**config.mk**
```make
export PLATFORM = sky130hd
export DESIGN_NAME = color_lock
export DESIGN_NICKNAME = d
export VERILOG_FILES = /design/src/rtl/color_lock_pkg.sv /design/src/rtl/cl_press_decode.sv /design/src/rtl/cl_next_state.sv /design/src/rtl/color_lock.sv
export SDC_FILE = /design/constraint.sdc
export NUM_CORES = 1
export LEC_CHECK = 0
export ABC_AREA = 1
export CORE_AREA = 2 2 39 41
export DETAILED_ROUTE_END_ITERATION = 10
export DIE_AREA = 0 0 41 43
export GPL_TIMING_DRIVEN = 0
export PLACE_DENSITY = 0.52
export SLEW_MARGIN = 20
export SYNTH_ARGS = -nofsm -noshare
export SYNTH_HDL_FRONTEND = slang
export SYNTH_HIERARCHICAL = 1
export SYNTH_SLANG_ARGS = --single-unit
```
**constraint.sdc**
```tcl
create_clock -name clk -period 1.8 [get_ports clk]
set_input_delay 0.36 -clock clk [delete_from_list [all_inputs] [get_ports clk]]
set_output_delay 0.36 -clock clk [all_outputs]
set_load 0.02 [all_outputs]
```
**src/rtl/color_lock_pkg.sv**
```systemverilog
package color_lock_pkg;
   localparam int STATE_W    = 3;
   localparam int NUM_COLORS = 3;

   // color line index inside the packed color vector
   localparam int COL_RED   = 0;
   localparam int COL_GREEN = 1;
   localparam int COL_BLUE  = 2;

   typedef enum logic [STATE_W-1:0] {
      ST_IDLE  = 3'd0,
      ST_ARMED = 3'd1,
      ST_GOT_R = 3'd2,
      ST_GOT_B = 3'd3,
      ST_GOT_G = 3'd4,
      ST_OPEN  = 3'd5
   } lock_state_t;

   // color expected while in a collecting state
   function automatic int expected_color(input lock_state_t st);
      case (st)
         ST_ARMED: return COL_RED;
         ST_GOT_R: return COL_BLUE;
         ST_GOT_B: return COL_GREEN;
         default:  return COL_RED;
      endcase
   endfunction

   function automatic lock_state_t advance_of(input lock_state_t st);
      case (st)
         ST_ARMED: return ST_GOT_R;
         ST_GOT_R: return ST_GOT_B;
         ST_GOT_B: return ST_GOT_G;
         ST_GOT_G: return ST_OPEN;
         default:  return ST_IDLE;
      endcase
   endfunction
endpackage

```
**src/rtl/cl_press_decode.sv**
```systemverilog
module cl_press_decode #(
   parameter int NUM_COLORS = 3
) (
   input  logic                  any_btn,
   input  logic [NUM_COLORS-1:0] colors,
   output logic [NUM_COLORS-1:0] exact_hit,
   output logic                  press_seen
);
   if (NUM_COLORS < 2) begin : g_bad_width
      $error("cl_press_decode needs at least two colors");
   end

   // a color counts only when it is the sole color line raised with any_btn
   for (genvar i = 0; i < NUM_COLORS; i++) begin : g_hit
      localparam logic [NUM_COLORS-1:0] OTHERS = ~(NUM_COLORS'(1) << i);
      assign exact_hit[i] = any_btn & colors[i] & ~|(colors & OTHERS);
   end

   assign press_seen = any_btn;
endmodule

```
**src/rtl/cl_next_state.sv**
```systemverilog
module cl_next_state
   import color_lock_pkg::*;
#(
   parameter int NUM_COLORS = color_lock_pkg::NUM_COLORS
) (
   input  lock_state_t           cur,
   input  logic                  start_btn,
   input  logic                  press_seen,
   input  logic [NUM_COLORS-1:0] exact_hit,
   output lock_state_t           nxt
);
   always_comb begin
      nxt = ST_IDLE;
      case (cur)
         ST_IDLE:  nxt = start_btn ? ST_ARMED : ST_IDLE;
         ST_ARMED, ST_GOT_R, ST_GOT_B, ST_GOT_G: begin
            if (!press_seen)
               nxt = cur;
            else if (exact_hit[expected_color(cur)])
               nxt = advance_of(cur);
            else
               nxt = ST_IDLE;
         end
         ST_OPEN:  nxt = ST_IDLE;
         default:  nxt = ST_IDLE;
      endcase
   end
endmodule

```
**src/rtl/color_lock.sv**
```systemverilog
module color_lock
   import color_lock_pkg::*;
(
   input  logic clk,
   input  logic rst,
   input  logic start_btn,
   input  logic red_btn,
   input  logic green_btn,
   input  logic blue_btn,
   input  logic any_btn,
   output logic unlock
);
   if (STATE_W < 3) begin : g_bad_state_w
      $error("color_lock needs a state register of at least 3 bits");
   end

   logic [NUM_COLORS-1:0] colors;
   logic [NUM_COLORS-1:0] exact_hit;
   logic                  press_seen;
   lock_state_t           state_q;
   lock_state_t           state_d;

   always_comb begin
      colors            = '0;
      colors[COL_RED]   = red_btn;
      colors[COL_GREEN] = green_btn;
      colors[COL_BLUE]  = blue_btn;
   end

   cl_press_decode #(.NUM_COLORS(NUM_COLORS)) u_decode (
      .any_btn   (any_btn),
      .colors    (colors),
      .exact_hit (exact_hit),
      .press_seen(press_seen)
   );

   cl_next_state #(.NUM_COLORS(NUM_COLORS)) u_next (
      .cur       (state_q),
      .start_btn (start_btn),
      .press_seen(press_seen),
      .exact_hit (exact_hit),
      .nxt       (state_d)
   );

   always_ff @(posedge clk) begin
      if (rst) state_q <= ST_IDLE;
      else     state_q <= state_d;
   end

   assign unlock = (state_q == ST_OPEN);
endmodule

```
==> metrics <==
pin count of the biggest net entering global routing=9; Power per Cell Area=552 nW/um^2; Inst Count DP=79; CTS root buffer=clkbuf_4; critical path arrival=1.17 ns; Post-Synthesis Cells=56; start of the worst register-to-register path=state_q[1]$_SDFF_PP0_; Hold Path Origin=state_q[2]$_SDFF_PP0_; Seq/Total Area, Yosys=0.198; CTS tree=done; Post-route DRC=0; crit-path cells=nand2_1 -> nor2_2 -> dlygate4sd2_1; Initial Util=0.219; CORE AREA=1380 um^2; Worst Hold Path EP=state_q[0]$_SDFF_PP0_; crit-path max FO=7; R2R Path End=state_q[0]$_SDFF_PP0_; actual slew at the worst max-slew pin=0.306 ns; CP startpoint kind=register; first-pass GRT wire length=1.04 mm; FILL cells=171; CTS buffer count=3; Crit-path slowest cell=dfxtp_1; Tcrit/Tclk final=0.851; critical path class=register to primary output; Max Cap Violations=0; Avg Cell Area, Syn=5.41 um^2; most common cell after layout, fill and taps aside=nand2_1; Chip Width=41 um; Hold Buf Count CTS=0; Ant. Diodes=0; HP Class=register to register; minimum clock period=1.53 ns; row cnt=14; most frequent cells in the layout=nand2_1 (16), nor2_1 (11), inv_1 (9); die span in y=43 um; CP endpoint kind=primary output; share of the synthesized area in the top cell type=0.198; fin. max-slew vios=0; Routed wire per std cell=8.00 um; htree depth=1; worst endpoint required time=1.44 ns; IO buf count=7; final worst slack=0.268 ns; Netlist Area Pre-Place=303 um^2; I/O pin count=8; FF/Latch Area=60.1 um^2; Yosys top cell by area=dfxtp_1; reg-to-reg slack, setup=0.55 ns; slowest cell delay on critical path=0.44 ns; combined area of the multi-input logic cells=198 um^2; initial antenna violation count=0; biggest regs=state_q x3; outcome=complete, no violations; max FFs per register=3; Hold Worst Slack=0.675 ns; yosys warns=6; Tot GR Track Use=0.0832; final hold vios=0; register bit total from synthesis=3; Pwr Total=231 uW; pre-CTS setup slack=0.0646 ns; Synthesized Nets=63; TNS Setup=0 ns; Setup Fix Bufs, Post-CTS=0; drt initial violations=5; Detailed Place HPWL=487 um; area delta synth->final=38.0%; Top reg by flops=state_q; clock buffer depth=2; Netlist cell types=15; Layout Cells excl Fill=83; grt ovf=0; drt via density=4.06; WHS Path Cells=5; RSZ-0062 raised after global routing=no; Peak supply drop=0.000215 V; die area=1760 um^2; DRT antenna net count=0; # setup viols final=0; total wire length=664 um; slew margin rel.=0.796; vias=337; routability congestion estimate=0.787; R2R cell count=8; Clock Latency Late Sink=0.23 ns; layout cell share with drive strength beyond 1=0.134; final setup skew=0.000268 ns; Lkg Pwr=0.189 nW; Area contributors post-synth=dfxtp_1 (20%), nand2_1 (20%), nor2_1 (14%), inv_1 (11%), nand3_2 (6.6%); clk sink count=3; Final nets=75; vias in the first global route=282; f_max=0.653 GHz; first drt pass iteration count=2; Reg clk slew, reported paths=0.04 ns
layout make-up:
cell class,instances,share of cell area
plain buffers,1,0.0180
clock buffers,4,0.0629
inverters,10,0.0898
multi-input cells,42,0.473
flip-flops and latches,3,0.144
well taps,16,0.0479
repair buffers,7,0.165
critical path, delay by kind of cell (launching register included):
kind                   cells  cell delay, ns
DFF                        1            0.44
and+or+nand+nor            2            0.17
buffers and inverters      1            0.33
layer usage:
metal | track usage | wire length [um] | up-vias | part of all wire
met5 | 0 | 0 | - | 0
met4 | 0.0600 | 0 | 0 | 0
met3 | 0 | 37 | 0 | 0.056
met2 | 0.122 | 316 | 7 | 0.48
met1 | 0.112 | 311 | 138 | 0.47
li1 | - | - | 192 | -
cells in the mapped netlist:
master    instances
nand4_1           1
nor2_2            1
nand3_1           3
nand3b_1          1
dfxtp_1           3
nand2_1          16
a21boi_1          1
inv_1             9
a21oi_1           3
buf_4             1
nand3_2           2
inv_2             1
nor2_1           11
or2_4             1
o21ai_0           2
how the worst max path moves through the flow:
stage	startpoint	endpoint	slack (ns)
after global placement	any_btn	state_q[1]$_SDFF_PP0_	0.04
final	state_q[0]$_SDFF_PP0_	unlock	0.27
after CTS	state_q[0]$_SDFF_PP0_	unlock	0.25
after floorplan	state_q[1]$_SDFF_PP0_	state_q[0]$_SDFF_PP0_	0.67
after detailed placement	any_btn	state_q[1]$_SDFF_PP0_	0.06
after global routing	any_btn	state_q[1]$_SDFF_PP0_	0.14
logic make-up after synthesis:
kind of cell,after synthesis,share of synthesized area
DFF,3,0.198
AOI/OAI and AO/OA,6,0.107
and+or+nand+nor,36,0.545
buffers and inverters,11,0.149
where the power goes:
part | internal (mW) | switching, mW
logic | 0.0217 | 0.0203
clock network | 0.0830 | 0.0333
registers | 0.0690 | 0.00351
through the flow:
stage | utilization | cell area [um^2]
floorplan | - | 303
global placement | 0.284 | 393
detailed placement | 0.284 | 393
CTS | 0.302 | 418
global route | 0.302 | 418
finish | 0.302 | 418
timing repair:
action | 4_1_cts | 5_1_grt
endpoints found under the setup margin | 1 | 0
hold endpoints to repair | 0 | 0
resized for setup | 1 | 0
Power figures use the tool's default switching activity.
